**src/rtl/regframe_pkg.sv**
```systemverilog
package regframe_pkg;

  typedef enum logic [2:0] {
    ST_IDLE  = 3'd0,
    ST_HDR   = 3'd1,
    ST_RDREG = 3'd2,
    ST_WRDAT = 3'd3,
    ST_OHDR  = 3'd4,
    ST_ODAT  = 3'd5,
    ST_OFTR  = 3'd6
  } state_t;

  // address inside the implemented register file
  function automatic logic addr_in_range(input logic [3:0] a, input int unsigned nreg);
    return 32'(a) < nreg;
  endfunction

endpackage

```
**src/rtl/regframe_regs.sv**
```systemverilog
module regframe_regs #(
  parameter int NREG = 8,
  parameter int DW   = 8,
  parameter int AW   = 4
) (
  input  logic          clk,
  input  logic          rst_n,
  input  logic          wr_en,
  input  logic [AW-1:0] wr_addr,
  input  logic [DW-1:0] wr_data,
  input  logic [AW-1:0] rd_addr,
  output logic [DW-1:0] rd_data
);
  localparam int IDXW = (NREG > 1) ? $clog2(NREG) : 1;

  logic [DW-1:0] rd_vec [NREG];
  logic          rd_ok;

  generate
    for (genvar i = 0; i < NREG; i++) begin : g_reg
      logic [DW-1:0] q;
      always_ff @(posedge clk) begin
        if (!rst_n)                              q <= '0;
        else if (wr_en && wr_addr == AW'(i))     q <= wr_data;
      end
      assign rd_vec[i] = q;
    end
  endgenerate

  assign rd_ok   = 32'(rd_addr) < NREG;
  assign rd_data = rd_ok ? rd_vec[rd_addr[IDXW-1:0]] : '0;


  write_in_range_chk : assert property (@(posedge clk) disable iff (!rst_n)
    wr_en |-> (32'(wr_addr) < NREG));

endmodule

```
**src/rtl/regframe_ctrl.sv**
```systemverilog
module regframe_ctrl
  import regframe_pkg::*;
#(
  parameter int            NREG   = 8,
  parameter int            DW     = 8,
  parameter int            AW     = 4,
  parameter int            CW     = 4,
  parameter logic [CW-1:0] CMD_RD = 4'h0,
  parameter logic [CW-1:0] CMD_WR = 4'h1
) (
  input  logic          clk,
  input  logic          rst_n,
  input  logic          in_valid,
  output logic          in_accept,
  input  logic          in_start,
  input  logic          in_stop,
  input  logic [DW-1:0] in_byte,
  output logic          out_valid,
  input  logic          out_accept,
  output logic          out_start,
  output logic          out_stop,
  output logic [DW-1:0] out_byte,
  output logic          wr_en,
  output logic [AW-1:0] wr_addr,
  output logic [DW-1:0] wr_data,
  output logic [AW-1:0] rd_addr,
  input  logic [DW-1:0] rd_data
);
  state_t        state_q, state_d;
  logic [DW-1:0] hdr_q;
  logic [DW-1:0] rdata_q;
  logic          err_q;
  logic          gap_q;

  logic [CW-1:0] in_cmd;
  logic          is_rd_req, is_wr_req;
  logic [AW-1:0] cur_addr;
  logic          addr_ok;
  logic          beat_done;
  logic          in_out_phase;

  assign in_cmd    = in_byte[CW-1:0];
  assign is_rd_req = in_valid && in_start && in_stop  && in_cmd == CMD_RD;
  assign is_wr_req = in_valid && in_start && !in_stop && in_cmd == CMD_WR;
  assign cur_addr  = hdr_q[CW +: AW];
  assign addr_ok   = addr_in_range(4'(cur_addr), NREG);

  assign in_accept    = (state_q == ST_HDR) || (state_q == ST_WRDAT);
  assign in_out_phase = (state_q == ST_OHDR) || (state_q == ST_ODAT) || (state_q == ST_OFTR);
  assign out_valid    = in_out_phase && !gap_q;
  assign out_start    = out_valid && state_q == ST_OHDR;
  assign out_stop     = out_valid && state_q == ST_OFTR;
  assign beat_done    = out_valid && out_accept;

  always_comb begin
    case (state_q)
      ST_OHDR: out_byte = hdr_q;
      ST_ODAT: out_byte = rdata_q;
      ST_OFTR: out_byte = DW'(err_q);
      default: out_byte = '0;
    endcase
  end

  assign wr_en   = state_q == ST_WRDAT && in_valid && in_stop && addr_ok;
  assign wr_addr = cur_addr;
  assign wr_data = in_byte;
  assign rd_addr = cur_addr;

  always_comb begin
    state_d = state_q;
    case (state_q)
      ST_IDLE:  state_d = ST_HDR;
      ST_HDR:   if (is_rd_req) state_d = ST_RDREG;
                else if (is_wr_req) state_d = ST_WRDAT;
      ST_RDREG: state_d = ST_OHDR;
      ST_WRDAT: if (in_valid) state_d = in_stop ? ST_OHDR : ST_IDLE;
      ST_OHDR:  if (beat_done) state_d = (hdr_q[CW-1:0] == CMD_RD) ? ST_ODAT : ST_OFTR;
      ST_ODAT:  if (beat_done) state_d = ST_OFTR;
      ST_OFTR:  if (beat_done) state_d = ST_IDLE;
      default:  state_d = ST_IDLE;
    endcase
  end

  always_ff @(posedge clk) begin
    if (!rst_n) begin
      state_q <= ST_IDLE;
      hdr_q   <= '0;
      rdata_q <= '0;
      err_q   <= 1'b0;
      gap_q   <= 1'b0;
    end else begin
      state_q <= state_d;
      gap_q   <= beat_done;
      case (state_q)
        ST_HDR: begin
          err_q <= 1'b0;
          if (is_rd_req || is_wr_req) hdr_q <= in_byte;
        end
        ST_RDREG: begin
          err_q   <= !addr_ok;
          rdata_q <= addr_ok ? rd_data : '0;
        end
        ST_WRDAT: if (in_valid && in_stop) err_q <= !addr_ok;
        default: ;
      endcase
    end
  end


  header_held_chk : assert property (@(posedge clk) disable iff (!rst_n)
    (state_q inside {ST_RDREG, ST_WRDAT, ST_OHDR, ST_ODAT, ST_OFTR}) |=> $stable(hdr_q));


  bad_read_zero_chk : assert property (@(posedge clk) disable iff (!rst_n)
    (out_valid && !out_start && !out_stop && err_q) |-> out_byte == '0);


  gap_after_beat_chk : assert property (@(posedge clk) disable iff (!rst_n)
    (out_valid && out_accept) |=> !out_valid);


  hold_under_stall_chk : assert property (@(posedge clk) disable iff (!rst_n)
    (out_valid && !out_accept) |=>
      ($stable(out_valid) && $stable(out_byte) && $stable(out_start) && $stable(out_stop)));


  markers_exclusive_chk : assert property (@(posedge clk) disable iff (!rst_n)
    $onehot0({out_start, out_stop}));


  no_accept_in_reply_chk : assert property (@(posedge clk) disable iff (!rst_n)
    out_valid |-> !in_accept);

endmodule

```
**src/rtl/regframe_slave.sv**
```systemverilog
module regframe_slave #(
  parameter int         NREG   = 8,
  parameter int         DW     = 8,
  parameter int         AW     = 4,
  parameter int         CW     = 4,
  parameter logic [3:0] CMD_RD = 4'h0,
  parameter logic [3:0] CMD_WR = 4'h1
) (
  input  logic          clk,
  input  logic          rst_n,
  input  logic          in_valid,
  output logic          in_accept,
  input  logic          in_start,
  input  logic          in_stop,
  input  logic [DW-1:0] in_byte,
  output logic          out_valid,
  input  logic          out_accept,
  output logic          out_start,
  output logic          out_stop,
  output logic [DW-1:0] out_byte
);
  logic          wr_en;
  logic [AW-1:0] wr_addr, rd_addr;
  logic [DW-1:0] wr_data, rd_data;

  regframe_ctrl #(
    .NREG(NREG), .DW(DW), .AW(AW), .CW(CW),
    .CMD_RD(CW'(CMD_RD)), .CMD_WR(CW'(CMD_WR))
  ) u_ctrl (
    .clk(clk), .rst_n(rst_n),
    .in_valid(in_valid), .in_accept(in_accept), .in_start(in_start),
    .in_stop(in_stop), .in_byte(in_byte),
    .out_valid(out_valid), .out_accept(out_accept), .out_start(out_start),
    .out_stop(out_stop), .out_byte(out_byte),
    .wr_en(wr_en), .wr_addr(wr_addr), .wr_data(wr_data),
    .rd_addr(rd_addr), .rd_data(rd_data)
  );

  regframe_regs #(.NREG(NREG), .DW(DW), .AW(AW)) u_regs (
    .clk(clk), .rst_n(rst_n),
    .wr_en(wr_en), .wr_addr(wr_addr), .wr_data(wr_data),
    .rd_addr(rd_addr), .rd_data(rd_data)
  );

endmodule

```
**config.mk**
```make
export PLATFORM = sky130hd
export DESIGN_NAME = regframe_slave
export DESIGN_NICKNAME = d
export VERILOG_FILES = /design/src/rtl/regframe_pkg.sv /design/src/rtl/regframe_regs.sv /design/src/rtl/regframe_ctrl.sv /design/src/rtl/regframe_slave.sv
export SDC_FILE = /design/constraint.sdc
export NUM_CORES = 1
export LEC_CHECK = 0
export CAP_MARGIN = 0
export CORE_MARGIN = 2
export CORE_UTILIZATION = 40
export DETAILED_ROUTE_END_ITERATION = 7
export DONT_BUFFER_PORTS = 1
export PLACE_DENSITY = 0.66
export SLEW_MARGIN = 15
export SYNTH_ARGS = -nofsm -noshare
export SYNTH_HDL_FRONTEND = slang
export SYNTH_SLANG_ARGS = --single-unit
```
**constraint.sdc**
```tcl
create_clock -name clk -period 2.67 [get_ports clk]
set_clock_uncertainty 0.05 [all_clocks]
set_input_delay 0.4005 -clock clk [delete_from_list [all_inputs] [get_ports clk]]
set_output_delay 0.4005 -clock clk [all_outputs]
set_load 0.005 [all_outputs]
```
==> results.toml, run 1 <==
[run_status]
status = "completed"

[worst_setup_path]
path_class = "flip-flop to flip-flop"
critPathLaunchType = "flip-flop"
cp_top_family = "simple AND/OR/NAND/NOR gates"
path_buf_inv = 0
end_kind = "flip-flop"
critPathLaunch = "u_ctrl.state_q[1]"
critPathSlowestCell = "or4_1"
slowest_delay_ns = 0.88
r2r_start = "u_ctrl.state_q[1]"
crit_required_ns = 2.87
critPathMaxFanout = 17
path_cells = "nand2_1, or4_1, mux2i_1, nor2b_1"
cp_data_arrival_time_ns = 2.51

[power_and_ir_drop]
p_int_w = 0.00174
peakVddDrop_mv = 0.262
power_frac_seq_pct = 56.2
total_power_w = 0.00234
comb_power_share_pct = 7.0
netSwitchingFraction_pct = 25.5
leakagePower_nw = 1.65
p_switching_w = 0.000596
clkPwrFrac_pct = 36.8
power-per-cell-area_nw_per_um2 = 537

[cts]
numCtsBuffers = 9
cts_tree = "yes"
postCtsHoldBufs = 0
cts_sinks = 85
clk_latency_ns = 0.35
cts.clk_slew.worst_paths_ns = 0.09
cts-root-buf = "clkbuf_8"
htreeDepth = 3
cts_setup_buffers = 0
ctsResizeCount = 0
clock_path_buffers = 2

[grt]
antenna_found_initial = 0
grt_use_total_pct = 17.1
grt_max_degree = 81
grt_pass1_vias = 2648
grt_pass1_wl_mm = 14.6
grt_remaining_overflow = 0

[timing]
period_needed_ns = 2.31
fin_crit_sh_pct = 86.5
maxSlewViolCount = 0
rsz0062_at_grt = "false"
finalSetupViolations = 0
timing.setup.tns_ns = 0
timing.slew.headroom_pct = 55.6
fmaxAchievable_ghz = 0.433
holdWs_ns = 0.119
hold_violations = 0
tightest_slew_ns = 0.666

[routing]
finalWirelength_mm = 9.06
drcViolationCount = 0
vias_per_cell = 5.35
drt_iter0_markers = 120
via_count = 2634
wire_per_inst_um = 18.4
final_antenna_net_count = 0
drt_pass1_iterations = 5

[synthesis]
synth.top_cell.area_share_pct = 41.8
netlist_area_um2 = 4070
yosysTopAreaCell = "dfxtp_1"
ys.flop_type = "dfxtp_1"
syn_area_per_cell_um2 = 11.1
syn_nets = 382
seq_area_frac_synth_pct = 41.8
synthTopCellsByArea = "dfxtp_1 42%, mux2i_1 21%, nor2b_1 11%"
synthArstFlopShare_pct = 0
yosys_warnings = 0
synth_edf_count = 0
syn_inst = 368
yosys_register_bits = 85
yosys.cell_types.count = 38

[min_path]
hold_start = "rst_n"
hold_path.class = "input port to flip-flop"

[final_layout]
seqCellArea_um2 = 1700
multiInputGateArea_um2 = 2230
area_growth_pct = 6.95
fin_util_pct = 44.3
antenna_cells = 0
drive_above_1_share_pct = 12.8
num-nets-final = 368
fillers = 946

[place]
numPortBuffers = 0
place.gp.congestion = 0.802
hpwl_mm = 5.94

[flow_run]
maxCapViolations = 0

[floorplan]
die_h_um = 105
start_util_pct = 41.5
std_cell_rows = 36
coreArea_um2 = 9820
io_pins = 26
die_area_um2 = 11000
fp.dieW_um = 105
==> power by group through the flow <==
stage | Clock (W) | Sequential [W] | Combinational, W
after floorplan | 0 | 0.00132 | 0.000181
after global placement | 0 | 0.00134 | 0.000161
after detailed placement | 0 | 0.00134 | 0.000164
after CTS | 0.000884 | 0.00131 | 0.000164
after global routing | 0.000931 | 0.00132 | 0.000177
final | 0.000860 | 0.00131 | 0.000164
==> cell usage in the layout (no fill, tap or decap), types with 3 or more instances in the layout <==
cell type / synthesis / layout
mux2i_1: 85 / 85
nor2b_1: 73 / 73
nand3b_1: 3 / 3
nor2_1: 11 / 11
a21oi_1: 3 / 3
o2bb2ai_1: 8 / 8
mux4_2: 16 / 16
and2_1: 3 / 3
clkbuf_8: 0 / 10
o21ai_0: 3 / 3
buf_4: 0 / 6
nand2b_1: 7 / 7
dfxtp_1: 85 / 85
nand2_1: 4 / 4
and3_1: 5 / 5
==> path summary, 6_finish.rpt <==
check | endpoint | slack [ns] | cells past startpoint
setup / recovery | u_regs.g_reg[5].q[4] | 0.36 | 4
hold / removal | u_ctrl.state_q[2] | 0.12 | 1
setup reg to reg | u_regs.g_reg[5].q[4] | 0.36 | 4
hold reg to reg | u_ctrl.rdata_q[4] | 0.43 | 1
==> kinds of logic (layout without fill, tap and decap cells) <==
kind of cell	count (synthesis)	count (layout)	share of synthesized area (%)
compound gates	22	22	3.96
xor+xnor	1	1	0.215
buf+inv	34	25	3.47
flops	85	85	41.8
mux	101	101	29.7
simple gates	125	125	20.8
==> synth_stat cells, drive strengths merged, types with 2 or more instances <==
library cell	count
nand3b	3
o21ai	3
inv	2
nand4b	3
or4	2
and2	3
nor4	2
nor2b	73
nand2b	7
clkbuf	20
and4	2
dfxtp	85
nor2	11
and3	5
a21boi	2
o2bb2ai	8
a21oi	3
nand2	4
mux2i	85
nand4	2
a31oi	2
buf	12
mux4	16
==> stage by stage <==
step	setup slack, ns	std cells	cell area, µm²
after floorplan	0.915	368	4070
after global placement	0.462	476	4170
after detailed placement	0.402	476	4170
after CTS	0.363	492	4350
after global routing	0.184	492	4350
final	0.359	492	4350
==> metal layers <==
layer  vias up  global-route usage [%]  part of all wire, %
met2        74                    25.6                   44
li1       1269                       -                    -
met5         -                       0                    0
met4         0                    8.48                  3.7
met3        19                    4.62                  5.9
met1      1272                    22.7                   47
==> registers in the layout, summed over array words and instances, names as in the netlist <==
register and flops:
u_ctrl.err_q 1, u_ctrl.gap_q 1, u_regs.g.q 64, u_ctrl.state_q 3
u_ctrl.rdata_q 8, u_ctrl.hdr_q 8
==> final cells by class <==
class                           instances  share of cell area [%]
Multi-Input combinational cell        249                    51.2
Sequential cell                        85                    39.1
Tap cell                              133                    3.82
Clock buffer                           11                    3.25
Timing Repair Buffer                    7                    1.49
Clock inverter                          5                    1.01
Inverter                                2                   0.172
Note: power is estimated with default switching activity, not from simulation.
==> inputs of run 2 (changes only) <==
--- a/config.mk
+++ b/config.mk
@@ -5,12 +5,12 @@
 export SDC_FILE = /design/constraint.sdc
 export NUM_CORES = 1
 export LEC_CHECK = 0
+export BUFFER_PORTS_ARGS = -buffer_cell sky130_fd_sc_hd__clkbuf_2
 export CAP_MARGIN = 0
 export CORE_MARGIN = 2
 export CORE_UTILIZATION = 40
 export DETAILED_ROUTE_END_ITERATION = 7
-export DONT_BUFFER_PORTS = 1
-export PLACE_DENSITY = 0.66
+export PLACE_DENSITY = 0.68
 export SLEW_MARGIN = 15
 export SYNTH_ARGS = -nofsm -noshare
 export SYNTH_HDL_FRONTEND = slang
==> run 2 against run 1 <==
Against the previous run:
- global-route usage decreased by 0.088 points
- sequential power about the same
- non-clock buffer count increased by 33
- maximum frequency rose by 0.13%
- worst setup slack gained 0.0029 ns
- via count rose by 4.6%
- die area is the same
- critical endpoint is now u_regs.g_reg[5].q[1]
- largest cell class unchanged
==> results.toml, run 2 (same netlist as run 1, synthesis figures left out) <==
[run_status]
status = "completed"

[timing]
finalSetupViolations = 0
fin_crit_sh_pct = 86.4
tightest_slew_ns = 0.666
period_needed_ns = 2.31
maxSlewViolCount = 0
hold_violations = 0
timing.slew.headroom_pct = 55.0
fmaxAchievable_ghz = 0.433
rsz0062_at_grt = "false"
timing.setup.tns_ns = 0
finalWorstSetupSlack_ns = 0.362

[final_layout]
seqCellArea_um2 = 1700
top_regs = "u_regs.g.q: 64 flops, u_ctrl.hdr_q: 8 flops, u_ctrl.rdata_q: 8 flops"
fillers = 926
largest_register = "u_regs.g.q"
drive_above_1_share_pct = 19.9
num-nets-final = 401
multiInputGateArea_um2 = 2230
antenna_cells = 0
stdcell_count = 524
final_cell_mix = "85 x mux2i_1, 85 x dfxtp_1, 73 x nor2b_1, 25 x clkbuf_2, 16 x mux4_2"
largest_reg_flops = 64
stdcell_area_um2 = 4540
area_growth_pct = 11.5

[routing]
wire_per_inst_um = 16.9
route.met2.wl_mm = 3.98
drt_pass1_iterations = 5
via_count = 2756
finalWirelength_mm = 8.85
drt_iter0_markers = 104
wl_met3_um = 411
wl_met1_mm = 4.27
final_antenna_net_count = 0
vias_per_cell = 5.26
drcViolationCount = 0
dr.max_layer_used = "met4"

[cts]
postCtsHoldBufs = 0
cts-root-buf = "clkbuf_8"
clock_path_buffers = 2
ctsResizeCount = 0
htreeDepth = 3
cts_tree = "yes"
clk_latency_ns = 0.35
cts.clk_slew.worst_paths_ns = 0.08
cts_sinks = 85
cts_setup_buffers = 0
numCtsBuffers = 9

[place]
post-place-ws_ns = 0.397
place_inst = 509
placed_cell_area_um2 = 4340
hpwl_mm = 6.16
place.gp.congestion = 0.873
numPortBuffers = 25

[worst_setup_path]
critPathSlowestCell = "or4_1"
slowest_delay_ns = 0.86
critPathLaunchType = "flip-flop"
path_class = "flip-flop to flip-flop"
path_cells = "nand2_1, or4_1, mux2i_1, nor2b_1"
cp_data_arrival_time_ns = 2.49
end_kind = "flip-flop"
critPathMaxFanout = 17
crit_required_ns = 2.86

[floorplan]
start_util_pct = 41.5
io_pins = 26
die_h_um = 105
std_cell_rows = 36
fp.dieW_um = 105
die_area_um2 = 11000
coreArea_um2 = 9820

[grt]
grt_pass1_wl_mm = 14.6
grt_max_degree = 73
grt_use_total_pct = 17.0
grt_remaining_overflow = 0
antenna_found_initial = 0
grt_pass1_vias = 2711

[power_and_ir_drop]
total_power_w = 0.00246
leakagePower_nw = 1.81
peakVddDrop_mv = 0.215
power-per-cell-area_nw_per_um2 = 542

[min_path]
hold_path.class = "input port to flip-flop"

[flow_run]
maxCapViolations = 0
run 2: power by group:
| group | internal (W) | switching [W] |
|---|---|---|
| clock network | 0.000481 | 0.000443 |
| registers | 0.00128 | 0.0000230 |
| logic | 0.000104 | 0.000130 |
run 2: path summary, 6_finish.rpt:
check	start	to	slack, ns	cells past startpoint
max	u_ctrl.state_q[1]	u_regs.g_reg[5].q[1]	0.36	4
min	out_accept	u_ctrl.gap_q	0.26	2
max reg2reg	u_ctrl.state_q[1]	u_regs.g_reg[5].q[1]	0.36	4
min reg2reg	u_ctrl.rdata_q[6]	u_ctrl.rdata_q[6]	0.42	1
run 2: cell type report:
cell class                 instances  share of cell area (%)
clock buffer                      12                    3.42
inverter                           2                   0.165
clock inverter                     3                   0.964
multi-input combinational        249                    49.1
timing repair buffer              40                    5.24
sequential                        85                    37.5
tap                              133                    3.66
run 2: stage by stage:
stage | util (%) | hold slack (ns)
after floorplan | - | 0.382
after global placement | 44.2 | 0.401
after detailed placement | 44.2 | 0.398
after CTS | 46.2 | 0.244
after global routing | 46.2 | 0.276
final | 46.2 | 0.255
run 2: critical path, delay by kind of cell, from the launching register on:
family        cells  cell delay [ns]
simple gates      3             1.23
flops             1             0.64
mux               1             0.27
run 2: layer usage:
layer  global-route usage (%)  vias to the layer above
li1                         -                     1346
met4                     6.95                        0
met3                     2.93                       16
met1                     23.6                     1336
met5                        0                        -
met2                     26.3                       58
==> inputs of run 3 (changes only) <==
--- a/config.mk
+++ b/config.mk
@@ -14,4 +14,5 @@
 export SLEW_MARGIN = 15
 export SYNTH_ARGS = -nofsm -noshare
 export SYNTH_HDL_FRONTEND = slang
+export SYNTH_HIERARCHICAL = 1
 export SYNTH_SLANG_ARGS = --single-unit
==> run 3 against run 2 <==
Against the previous run:
- highest routed layer unchanged
- core utilization is 2.6 points lower
- synthesized cell count up 33%
- via count up 31%
- synthesized area up 9.3%
- flip-flop and latch count stayed put
- largest power group unchanged
- routed wire length increased by 21%
==> results.toml, run 3 <==
[cts]
postCtsHoldBufs = 0
ctsResizeCount = 0
htreeDepth = 3
numCtsBuffers = 9
cts_setup_buffers = 0
clk_latency_ns = 0.36
cts.clk_slew.worst_paths_ns = 0.08
cts_tree = "yes"
clock_path_buffers = 2
cts-root-buf = "clkbuf_8"
cts_sinks = 85

[synthesis]
syn_inst = 490
ys.flop_type = "dfxtp_1"
yosys.cell_types.count = 44
yosysTopAreaCell = "dfxtp_1"
synth_most_common_cell = "dfxtp_1"
synthArstFlopShare_pct = 0
synthTopCellsByArea = "dfxtp_1 38%, a21boi_0 8.8%, o21ai_0 7.5%"
netlist_area_um2 = 4450
syn_area_per_cell_um2 = 9.08
synth_edf_count = 0
synth.top_cell.area_share_pct = 38.3
syn_nets = 504
seq_area_frac_synth_pct = 38.3
ys_top_cells_by_count = "85 x dfxtp_1, 67 x o21ai_0, 64 x nand3_1, 52 x a21boi_0, 32 x clkbuf_1"
yosys_warnings = 6
yosys_register_bits = 85

[final_layout]
antenna_cells = 0
area_growth_pct = 6.24
drive_above_1_share_pct = 14.5
top_regs = "u_regs/g.q: 64 flops, u_ctrl/hdr_q: 8 flops, u_ctrl/rdata_q: 8 flops"
final_cell_mix = "85 x dfxtp_1, 67 x o21ai_0, 64 x nand3_1, 52 x a21boi_0, 25 x clkbuf_2"
final_common_cell = "dfxtp_1"
largest_register = "u_regs/g.q"
stdcell_area_um2 = 4730
num-nets-final = 485
largest_reg_flops = 64

[flow_run]
maxCapViolations = 0

[grt]
antenna_found_initial = 0
grt_max_degree = 49
top_usage_layer = "met2"
grt_remaining_overflow = 0
grt_pass1_wl_mm = 18.0
use_met2_pct = 30.4
grtUsageMet1_pct = 26.2
grt_use_total_pct = 19.3
grt_pass1_vias = 3479
grt_use_met3_pct = 5.28

[routing]
finalWirelength_mm = 10.7
drt_pass1_iterations = 5
via_count = 3600
vias_per_cell = 5.84
final_antenna_net_count = 0
drt_iter0_markers = 350
wire_per_inst_um = 17.4
drcViolationCount = 0

[worst_setup_path]
path_class = "flip-flop to flip-flop"
critPathMaxFanout = 32
path_buf_inv = 3
crit_required_ns = 2.87
end_kind = "flip-flop"
cp_data_arrival_time_ns = 2.34
slowest_delay_ns = 0.34
critPathLaunchType = "flip-flop"
r2r_slack_ns = 0.52
path_cells = "buf_4, nand2_1, nor4_1, buf_4, or3b_1, buf_4, o21ai_0, a21boi_1"
cp_top_family = "simple AND/OR/NAND/NOR gates"
critPathSlowestCell = "or3b_1"
crit_top_cell = "buf_4"

[place]
place.gp.congestion = 0.792
hpwl_mm = 6.77
numPortBuffers = 25
placed_cell_area_um2 = 4510

[floorplan]
coreArea_um2 = 10800
start_util_pct = 41.0
fp.dieW_um = 109
std_cell_rows = 38
die_h_um = 109
io_pins = 26
die_area_um2 = 12000

[timing]
rsz0062_at_grt = "false"
timing.setup.tns_ns = 0
maxSlewViolCount = 0
finalSetupViolations = 0
timing.slew.headroom_pct = 42.5
fmaxAchievable_ghz = 0.466
hold_violations = 0
period_needed_ns = 2.15
tightest_slew_ns = 0.862
fin_crit_sh_pct = 80.4

[min_path]
hold_path.class = "input port to flip-flop"

[power_and_ir_drop]
power-per-cell-area_nw_per_um2 = 527
leakagePower_nw = 1.55
peakVddDrop_mv = 0.492

[run_status]
status = "completed"
[run 3: cells by family after synthesis]
group | share of synthesized area [%]
xor+xnor | 0.197
simple gates | 17.7
flops | 38.3
buf+inv | 8.69
mux | 13.5
compound gates | 21.7
[run 3: final cells by class]
type                       count  area, µm²
multi-input combinational    333       2370
clock inverter                 4       72.6
inverter                       2       7.51
clock buffer                  12        135
sequential                    85       1700
tap                          140        175
fill                        1058       6110
timing repair buffer          40        263
[run 3: per-layer routing]
| metal | part of all wire [%] | up-vias |
|---|---|---|
| met5 | 0 | - |
| met4 | 0.78 | 0 |
| met3 | 7.0 | 7 |
| met2 | 47 | 133 |
| met1 | 46 | 1760 |
| li1 | - | 1700 |
[run 3: per-stage QoR]
stage / total power (W) / std cells / setup WS (ns) / hold slack (ns) / utilization, %
global route: 0.00259 / 616 / 0.337 / 0.228 / 43.6
CTS: 0.00251 / 616 / 0.510 / 0.236 / 43.5
detailed placement: 0.00154 / 600 / 0.526 / 0.402 / 41.6
floorplan: 0.00149 / 490 / 0.662 / 0.380 / -
finish: 0.00249 / 616 / 0.524 / 0.240 / 43.6
global placement: 0.00154 / 600 / 0.583 / 0.390 / 41.6
[run 3: final timing paths]
path | start | cells past startpoint | end
worst max-delay path | u_ctrl/state_q[1] | 8 | u_regs/g_reg[1].q[1]
worst min register to register | u_ctrl/rdata_q[6] | 2 | u_ctrl/rdata_q[6]
worst max register to register | u_ctrl/state_q[1] | 8 | u_regs/g_reg[1].q[1]
worst min-delay path | out_accept | 2 | u_ctrl/gap_q
[run 3: report_power, final]
group | total (W) | internal, W | switching, W
Combinational | 0.000219 | 0.0000904 | 0.000129
Clock | 0.000978 | 0.000527 | 0.000451
Sequential | 0.00129 | 0.00128 | 0.0000146
Total | 0.00249 | 0.00189 | 0.000594
